<file path="config.mk">
export PLATFORM = sky130hd
export DESIGN_NAME = scanline_irq_timer
export DESIGN_NICKNAME = d
export VERILOG_FILES = /design/src/rtl/scanirq_pkg.sv /design/src/rtl/scanirq_decode.sv /design/src/rtl/scanirq_edge_filter.sv /design/src/rtl/scanirq_counter.sv /design/src/rtl/scanline_irq_timer.sv
export SDC_FILE = /design/constraint.sdc
export NUM_CORES = 1
export LEC_CHECK = 0
export ABC_AREA = 1
export BUFFER_PORTS_ARGS = -buffer_cell sky130_fd_sc_hd__buf_4
export CAP_MARGIN = 20
export CORE_AREA = 2 2 52 54
export DETAILED_ROUTE_END_ITERATION = 8
export DIE_AREA = 0 0 54 56
export HOLD_SLACK_MARGIN = 0.03
export PLACE_DENSITY = 0.75
export SETUP_SLACK_MARGIN = 0.4
export SLEW_MARGIN = 20
export SYNTH_ARGS = -nofsm -noshare
export SYNTH_HDL_FRONTEND = slang
export SYNTH_SLANG_ARGS = --single-unit
</file>
<file path="constraint.sdc">
create_clock -name clk -period 2.8 [get_ports clk]
set_input_delay 0.14 -clock clk [delete_from_list [all_inputs] [get_ports clk]]
set_output_delay 0.14 -clock clk [all_outputs]
set_load 0.03 [all_outputs]
</file>
<file path="src/rtl/scanirq_pkg.sv">
package scanirq_pkg;

    // Region codes on the top three address bits
    localparam logic [2:0] REGION_COUNT = 3'b110;
    localparam logic [2:0] REGION_IRQ   = 3'b111;

    // Decoded write commands, at most one per cycle
    typedef struct packed {
        logic set_reload;
        logic clear_count;
        logic irq_ack;
        logic irq_enable;
    } cmd_t;

endpackage

</file>
<file path="src/rtl/scanirq_decode.sv">
module scanirq_decode #(
    parameter int ADDR_W = 16
) (
    input  logic                      wr_i,
    input  logic [ADDR_W-1:0]         addr_i,
    output scanirq_pkg::cmd_t         cmd_o
);
    import scanirq_pkg::*;

    logic [2:0] region;
    logic       sel_odd;
    logic       unused_addr_bits;

    assign region           = addr_i[ADDR_W-1 -: 3];
    assign sel_odd          = addr_i[0];
    assign unused_addr_bits = ^addr_i[ADDR_W-4:1];

    always_comb begin
        cmd_o = '0;
        if (wr_i) begin
            unique case (region)
                REGION_COUNT: begin
                    cmd_o.set_reload  = ~sel_odd;
                    cmd_o.clear_count =  sel_odd;
                end
                REGION_IRQ: begin
                    cmd_o.irq_ack    = ~sel_odd;
                    cmd_o.irq_enable =  sel_odd;
                end
                default: cmd_o = '0;
            endcase
        end
    end

endmodule

</file>
<file path="src/rtl/scanirq_edge_filter.sv">
module scanirq_edge_filter #(
    parameter int SYNC_STAGES = 2,
    parameter int MIN_LOW     = 4
) (
    input  logic clk,
    input  logic rst_n,
    input  logic line_i,
    output logic rise_o
);
    localparam int LOW_W = $clog2(MIN_LOW + 1);
    localparam logic [LOW_W-1:0] LOW_LIMIT = LOW_W'(MIN_LOW);

    typedef struct packed {
        logic [SYNC_STAGES-1:0] sync;
        logic [LOW_W-1:0]       low_run;
        logic                   rise;
    } filt_t;

    filt_t st_d, st_q;
    logic  level;

    assign level = st_q.sync[SYNC_STAGES-1];

    always_comb begin
        st_d = st_q;
        // shift chain: stage 0 takes the raw pin
        st_d.sync = {st_q.sync[SYNC_STAGES-2:0], line_i};
        // saturating count of consecutive low samples
        if (!level) begin
            if (st_q.low_run != LOW_LIMIT)
                st_d.low_run = st_q.low_run + 1'b1;
        end else begin
            st_d.low_run = '0;
        end
        // accept the rise only after a long enough low phase
        st_d.rise = level && (st_q.low_run >= LOW_LIMIT);
    end

    always_ff @(posedge clk) begin
        if (!rst_n) st_q <= '0;
        else        st_q <= st_d;
    end

    assign rise_o = st_q.rise;

    AST_RISE_SINGLE: assert property (@(posedge clk) disable iff (!rst_n)
        st_q.rise |=> !st_q.rise);

    AST_RISE_AFTER_LOW: assert property (@(posedge clk) disable iff (!rst_n)
        (st_q.low_run == '0 && level) |=> !st_q.rise);

endmodule

</file>
<file path="src/rtl/scanirq_counter.sv">
module scanirq_counter #(
    parameter int CNT_W = 8
) (
    input  logic               clk,
    input  logic               rst_n,
    input  logic               edge_i,
    input  scanirq_pkg::cmd_t  cmd_i,
    input  logic [CNT_W-1:0]   data_i,
    output logic               flag_o
);
    localparam logic [CNT_W-1:0] ONE = CNT_W'(1);

    typedef struct packed {
        logic [CNT_W-1:0] count;
        logic [CNT_W-1:0] reload;
        logic             enable;
        logic             flag;
    } ctr_t;

    ctr_t st_d, st_q;
    logic hit_zero;

    always_comb begin
        st_d     = st_q;
        hit_zero = 1'b0;

        if (cmd_i.set_reload)
            st_d.reload = data_i;

        if (cmd_i.clear_count) begin
            st_d.count = '0;
        end else if (edge_i) begin
            if (st_q.count == '0) begin
                st_d.count = st_q.reload;
            end else begin
                st_d.count = st_q.count - ONE;
                hit_zero   = (st_q.count == ONE);
            end
        end

        if (cmd_i.irq_enable)
            st_d.enable = 1'b1;

        if (cmd_i.irq_ack) begin
            st_d.enable = 1'b0;
            st_d.flag   = 1'b0;
        end else if (hit_zero && st_q.enable) begin
            st_d.flag = 1'b1;
        end
    end

    always_ff @(posedge clk) begin
        if (!rst_n) st_q <= '0;
        else        st_q <= st_d;
    end

    assign flag_o = st_q.flag;

    AST_COUNT_HOLD: assert property (@(posedge clk) disable iff (!rst_n)
        (!edge_i && !cmd_i.clear_count) |=> $stable(st_q.count));

    AST_ZERO_RELOAD: assert property (@(posedge clk) disable iff (!rst_n)
        (edge_i && !cmd_i.clear_count && st_q.count == '0)
            |=> st_q.count == $past(st_q.reload));

    AST_CLEAR_ZERO: assert property (@(posedge clk) disable iff (!rst_n)
        cmd_i.clear_count |=> st_q.count == '0);

    AST_ACK_CLEARS: assert property (@(posedge clk) disable iff (!rst_n)
        cmd_i.irq_ack |=> (!st_q.flag && !st_q.enable));

    AST_ENABLE_SETS: assert property (@(posedge clk) disable iff (!rst_n)
        (cmd_i.irq_enable && !cmd_i.irq_ack) |=> st_q.enable);

    AST_NO_FLAG_DISABLED: assert property (@(posedge clk) disable iff (!rst_n)
        (!st_q.enable && !st_q.flag) |=> !st_q.flag);

    AST_ZERO_NO_FIRE: assert property (@(posedge clk) disable iff (!rst_n)
        (st_q.count == '0 && !st_q.flag) |=> !st_q.flag);

endmodule

</file>
<file path="src/rtl/scanline_irq_timer.sv">
module scanline_irq_timer #(
    parameter int ADDR_W      = 16,
    parameter int CNT_W       = 8,
    parameter int SYNC_STAGES = 2,
    parameter int MIN_LOW     = 4
) (
    input  logic              clk,
    input  logic              rst_n,
    input  logic              cpu_wr,
    input  logic [ADDR_W-1:0] cpu_addr,
    input  logic [CNT_W-1:0]  cpu_wdata,
    input  logic              ppu_a12,
    output logic              irq_n
);
    import scanirq_pkg::*;

    cmd_t cmd;
    logic line_rise;
    logic flag;

    scanirq_decode #(
        .ADDR_W (ADDR_W)
    ) u_decode (
        .wr_i   (cpu_wr),
        .addr_i (cpu_addr),
        .cmd_o  (cmd)
    );

    scanirq_edge_filter #(
        .SYNC_STAGES (SYNC_STAGES),
        .MIN_LOW     (MIN_LOW)
    ) u_filter (
        .clk    (clk),
        .rst_n  (rst_n),
        .line_i (ppu_a12),
        .rise_o (line_rise)
    );

    scanirq_counter #(
        .CNT_W (CNT_W)
    ) u_counter (
        .clk    (clk),
        .rst_n  (rst_n),
        .edge_i (line_rise),
        .cmd_i  (cmd),
        .data_i (cpu_wdata),
        .flag_o (flag)
    );

    assign irq_n = ~flag;

    AST_CMD_ONEHOT: assert property (@(posedge clk) disable iff (!rst_n)
        $onehot0({cmd.set_reload, cmd.clear_count, cmd.irq_ack, cmd.irq_enable}));

    AST_IRQ_STICKY: assert property (@(posedge clk) disable iff (!rst_n)
        (!irq_n && !cmd.irq_ack) |=> !irq_n);

endmodule

</file>
==> run metrics, run 1 <==
routability congestion estimate=0.905; max_cap viols=0; most used cell, CP=nand2_1; outcome=complete, no violations; CP Launch Type=register; Via density=4.90; fillers=approximately 240; global-route usage over all layers=0.167; R2R depth=8; pin count of the biggest net entering global routing=15; layout cell share with drive strength beyond 1=0.143; Max H-tree Level=1; Area after DPL=approximately 1400 um^2; Antenna Nets Post-Route=0; antenna diode count=0; sequential share of the synthesized area=0.392; Slew @ Worst Pin=0.478 ns; CTS Buffer Depth=2; Cells on Worst Hold Path=3; Tcrit/Tclk final=0.516; R2R Path End=u_counter.st_q[12]; Max Clk Rate=0.692 GHz; vias=between 1000 and 1500; # rows=18; required time of the critical path=3.05 ns; drt total wl=2.35 mm; worst vdd ir=about 0.42 mV; Slew Limit Fails=0; Final nets=230; full die area=3020 um^2; Rel. slew slack=0.681; syn avg cell area=6.84 um^2; commonest cells after routing, fill and taps aside=nand2_1, inv_1, dfxtp_1; Synth cell types=23; crit-path max FO=13; PD cells=464 nW/um^2; Crit. End Element=register; Hold Crit Start=cpu_wdata[0]; Root Driver=clkbuf_4; CTS tree=done; clk_skew=~0.0017 ns; RSZ-0062 raised after global routing=false; total gr overflow=0; worst skew pair latency=~0.31 ns; Syn Nets=212; Leakage Power=0.685 nW; setup bufs post-CTS=0; Layout Cell Area excl Fill=1420 um^2; WP data arrival=1.70 ns; Die Width=54 um; vias in the first global route=935; first-pass GRT wire length=around 3.9 mm; Seq cells post-synth=24; Reg2Reg Launch Point=u_counter.st_q[10]; final setup TNS=0 ns; Top Ports=29; CP Class=register to register; Worst path slowest cell=dfxtp_1; Reg2Reg Setup Slack=1.36 ns; final hold vios=0; initial antenna violation count=0; hpwl dp=1.79 mm; drc violations=0; wire length per cell=10.4 um; CP Cell Sequence=inv_1 -> ha_1 -> nand2_2 -> nor2_4 -> nand2_1 -> o21ai_0 -> nand2_1 -> a21oi_1; Syn Inst Count=179; crit-path max cell delay=0.36 ns; Clock Pin Slew Worst Setup and Hold Paths=approximately 0.13 ns; clock sink count=24; Synth Warn #=0; min-delay worst type=primary input to register; DR iter-0 viols=42; Initial Utilization=0.504; Core Region=2430 um^2; Final Setup Violations=0; Syn Std Cell Area=1220 um^2; synthesis-to-finish area growth=15.7%; WHS Endpoint=u_counter.st_q[2]; Die Y=56 um; CTS buffer count=3; Port Buffers=16; first drt pass iteration count=4; commonest non-fill, non-tap cell in the layout=nand2_1; Period minus WS final=1.44 ns
-- synth_stat cells --
| cell | count | area, um^2 |
|---|---|---|
| nor2_1 | 20 | 75.1 |
| o211ai_2 | 1 | 12.5 |
| o21ai_0 | 18 | 90.1 |
| dfxtp_1 | 24 | 480 |
| nor2_4 | 1 | 11.3 |
| nor2_2 | 2 | 12.5 |
| clkbuf_1 | 1 | 3.75 |
| buf_2 | 1 | 5.00 |
| nand3_1 | 8 | 40.0 |
| buf_6 | 1 | 11.3 |
| nand2_1 | 39 | 146 |
| clkbuf_4 | 1 | 7.51 |
| nor3_1 | 1 | 5.00 |
| a21oi_1 | 16 | 80.1 |
| o21ai_1 | 1 | 5.00 |
| xnor2_1 | 1 | 8.76 |
| nand2_2 | 3 | 18.8 |
| a31oi_1 | 2 | 12.5 |
| nand3b_1 | 1 | 7.51 |
| inv_1 | 30 | 113 |
| nand4_1 | 1 | 6.26 |
| ha_1 | 5 | 62.6 |
| nand3_2 | 1 | 10.0 |
-- layout make-up --
cell class,instances,area [um^2],area share
multi-input combinational,121,604,0.426
clock inverter,1,30.0,0.0212
timing repair buffer,17,130,0.0918
tap,30,37.5,0.0265
clock buffer,3,22.5,0.0159
inverter,30,113,0.0794
sequential,24,480,0.339
-- layer usage --
metal	track usage	vias up	wire (um)
li1	-	595	-
met1	0.233	480	1160
met2	0.258	30	1070
met3	0.0323	2	92
met4	0.0464	0	19
met5	0	-	0
-- worst max-delay path by stage --
stage / startpoint / endpoint / slack [ns] / depth (start not counted)
2_1_floorplan: u_counter.st_q[10] / u_counter.st_q[10] / 1.55 / 9
3_3_place_gp: u_counter.st_q[10] / u_counter.st_q[12] / 1.43 / 8
3_5_place_dp: u_counter.st_q[11] / u_counter.st_q[12] / 1.40 / 8
4_1_cts: u_counter.st_q[10] / u_counter.st_q[12] / 1.36 / 8
5_1_grt: u_counter.st_q[10] / u_counter.st_q[12] / 1.23 / 8
6_report: u_counter.st_q[10] / u_counter.st_q[12] / 1.36 / 8
-- through the flow --
stage          total power [mW]  setup slack [ns]  hold WS [ns]  utilization  cells
2_1_floorplan             0.393              1.55         0.238            -    179
3_3_place_gp              0.414              1.43         0.321        0.557    221
3_5_place_dp              0.417              1.40         0.326        0.557    221
4_1_cts                   0.668              1.36        0.0641        0.583    226
5_1_grt                   0.691              1.23        0.0733        0.583    226
6_report                  0.658              1.36        0.0718        0.583    226
-- cell families (layout without fill, tap and decap cells) --
kind of cell               after synthesis  count (layout)  share of synthesized area
and+or+nand+nor                         77              77                      0.272
AOI/OAI and AO/OA                       38              38                      0.163
buffers and inverters                   34              51                      0.114
DFF                                     24              24                      0.392
adders and majority gates                5               5                     0.0511
xor gates and xnor gates                 1               1                    0.00715
-- power breakdown --
part	switching, mW	internal (mW)	total, mW
sequential	0.00534	0.350	0.356
combinational	0.0280	0.0267	0.0547
clock	0.103	0.145	0.248
total	0.137	0.522	0.658
-- repair_timing --
item                      CTS  global route
hold endpoints to repair    1             0
hold buffers                1             0
resized for setup           0             0
-- worst max-delay path: cells and delay by family, from the launching register on --
family          cells  cell delay, ns
simple gates        4            0.51
flops               1            0.36
buf+inv             1            0.13
compound gates      2            0.22
fa+ha+maj           1            0.17
-- sequential cells by signal, indices dropped and copies added, names as in the netlist --
register          cells
u_filter.level        1
u_counter.flag_o      1
u_filter.st_d         1
u_filter.rise_o       1
u_counter.st_q       17
u_filter.st_q         3
Note: power is estimated with default switching activity, not from simulation.
==> run 2: changes to the inputs <==
--- a/config.mk
+++ b/config.mk
@@ -5,14 +5,14 @@
 export SDC_FILE = /design/constraint.sdc
 export NUM_CORES = 1
 export LEC_CHECK = 0
-export ABC_AREA = 1
+export ABC_AREA = 0
 export BUFFER_PORTS_ARGS = -buffer_cell sky130_fd_sc_hd__buf_4
 export CAP_MARGIN = 20
-export CORE_AREA = 2 2 52 54
+export CORE_AREA = 2 2 51 53
 export DETAILED_ROUTE_END_ITERATION = 8
-export DIE_AREA = 0 0 54 56
+export DIE_AREA = 0 0 53 55
 export HOLD_SLACK_MARGIN = 0.03
-export PLACE_DENSITY = 0.75
+export PLACE_DENSITY = 0.74
 export SETUP_SLACK_MARGIN = 0.4
 export SLEW_MARGIN = 20
 export SYNTH_ARGS = -nofsm -noshare
==> constraint.sdc (replaced) <==
create_clock -name clk -period 1.4 [get_ports clk]
set_input_delay 0.07 -clock clk [delete_from_list [all_inputs] [get_ports clk]]
set_output_delay 0.07 -clock clk [all_outputs]
set_load 0.03 [all_outputs]
==> run metrics, run 2 <==
final hold vios=0; min-delay worst type=primary input to register; Initial Utilization=0.483; clock sink count=24; Area after DPL=1440 um^2; total gr overflow=0; CTS tree=done; Port Buffers=16; CTS buffer count=3; Period minus WS final=1.59 ns; Via density=between 5 and 6; commonest non-fill, non-tap cell in the layout=buf_4; WHS Endpoint=u_filter.level; PD cells=835 nW/um^2; syn avg cell area=9.60 um^2; fillers=167; Power Total=1.42 mW; routability congestion estimate=0.877; worst vdd ir=0.859 mV; Synth async-reset ratio=0; crit-path max FO=4; full die area=2920 um^2; Max H-tree Level=1; Die Width=53 um; EDFF count, synth=0; Tcrit/Tclk final=1.14; layout cell share with drive strength beyond 1=0.407; antenna diode count=0; Seq cells post-synth=24; vias in the first global route=1072; required time of the critical path=1.62 ns; max reg flops=17; CTS Buffer Depth=2; vias=1090; biggest regs=u_counter.st_q (17), u_filter.st_q (3); failing checks=negative setup slack; initial antenna violation count=0; worst skew pair latency=0.32 ns; most frequent cell after synthesis=dfxtp_1; Antenna Nets Post-Route=0; Area contributors post-synth=dfxtp_1, mux2i_1, nor2b_1; Layout Cell Area excl Fill=1700 um^2; worst setup margin=-0.194 ns; first-pass GRT wire length=4.75 mm; Slew Limit Fails=0; crit-path max cell delay=slightly above 0.4 ns; drc violations=0; Slew @ Worst Pin=0.358 ns; synthesis-to-finish area growth=48.4%; CP Cell Sequence=inv_2 -> ha_4 -> or3b_4 -> or2_4 -> a31oi_2 -> a21oi_1; Syn Inst Count=119; # rows=18; Final nets=201; Primary FF master, synth=dfxtp_1; Cells on Worst Hold Path=2; share of the synthesized area in the top cell type=0.421; global-route usage over all layers=0.227; area leader, netlist=dfxtp_1; Syn Nets=152; DR iter-0 viols=25; Buf/Inv on CP=1; max_cap viols=0; Worst path slowest cell=or3b_4; Synth Warn #=0; WP data arrival=roughly 1.8 ns; fin util=0.717; Top Ports=29; Hold Crit Start=rst_n; RSZ-0062 raised after global routing=true; wire length per cell=14.8 um; Synth cell types=38; first drt pass iteration count=4; Core Region=2360 um^2; CP Class=register to register; final setup TNS=-1.20 ns; CP Launch Type=register; Reg2Reg Setup Slack=-0.19 ns; Crit. End Element=register; outcome=finished, violations left; sequential share of the synthesized area=0.421; drt total wl=between 2 and 3 mm; top post-synthesis cells by count=dfxtp_1, nor2b_1, mux2i_1; R2R Path End=u_counter.st_q[14]; pin count of the biggest net entering global routing=16; clk_skew=0.00264 ns; largest reg by FF count=u_counter.st_q; Syn Std Cell Area=1140 um^2; Max Clk Rate=0.627 GHz; Clock Pin Slew Worst Setup and Hold Paths=0.14 ns; hpwl dp=1.91 mm; Leakage Power=between 0.6 and 0.7 nW; family with the most delay on the worst path=simple AND/OR/NAND/NOR gates; commonest cells after routing, fill and taps aside=buf_4, dfxtp_1, nor2b_1; Root Driver=clkbuf_4; Reg2Reg Launch Point=u_counter.st_q[10]; Die Y=55 um; Final Setup Violations=9; R2R depth=6; Rel. slew slack=0.761
run 2: layout make-up:
cell class	instances	area (um^2)	area share
Clock buffer	3	22.5	0.0133
Clock inverter	1	30.0	0.0177
Inverter	6	22.5	0.0133
Multi-Input combinational cell	86	709	0.418
Sequential cell	24	488	0.288
Tap cell	30	37.5	0.0221
Timing Repair Buffer	47	385	0.227
run 2: worst max path at each step:
stage,slack (ns),from,cells after the start,to
3_3_place_gp,-0.08,u_counter.st_q[11],6,u_counter.st_q[16]
3_5_place_dp,-0.14,u_counter.st_q[11],6,u_counter.st_q[14]
5_1_grt,-0.22,u_counter.st_q[10],6,u_counter.st_q[16]
6_report,-0.19,u_counter.st_q[10],6,u_counter.st_q[14]
4_1_cts,-0.16,u_counter.st_q[11],6,u_counter.st_q[14]
2_1_floorplan,-0.1,u_counter.st_q[11],6,u_counter.st_q[16]
run 2: cell families (layout without fill, tap and decap cells):
family          after synthesis  count (layout)  share of synthesized area
simple gates                 50              50                      0.269
fa+ha+maj                     5               5                     0.0548
xor+xnor                      2               2                     0.0153
compound gates               18              18                      0.111
buf+inv                       9              57                     0.0307
mux                          11              11                     0.0986
flops                        24              24                      0.421
run 2: what timing repair did:
item / 4_1_cts / 5_1_grt
endpoints found under the setup margin: 11 / 10
buffers inserted: 4 / 1
cloned: 0 / 0
hold buffers: 10 / 0
gates resized for setup: 7 / 11
pin swaps: 7 / 5
hold endpoints to repair: 10 / 0
run 2: power breakdown:
group          switching, mW  internal, mW  total (mW)
sequential            0.0136         0.702       0.716
clock                  0.221         0.290       0.510
combinational         0.0779         0.112       0.190
total                  0.312          1.10        1.42
run 2: metal layers:
metal  vias to the layer above  routed length, um  GRT usage
li1                        524                  -          -
met1                       519               1210      0.269
met2                        41               1510      0.400
met3                         6                149     0.0457
met4                         0                 49     0.0983
met5                         -                  0          0
run 2: through the flow:
stage / hold WS [ns] / worst slack, ns / instances
floorplan: 0.197 / -0.0966 / 119
global placement: 0.280 / -0.0813 / 178
detailed placement: 0.284 / -0.140 / 178
CTS: 0.0523 / -0.156 / 196
global route: 0.0646 / -0.219 / 197
finish: 0.0653 / -0.194 / 197
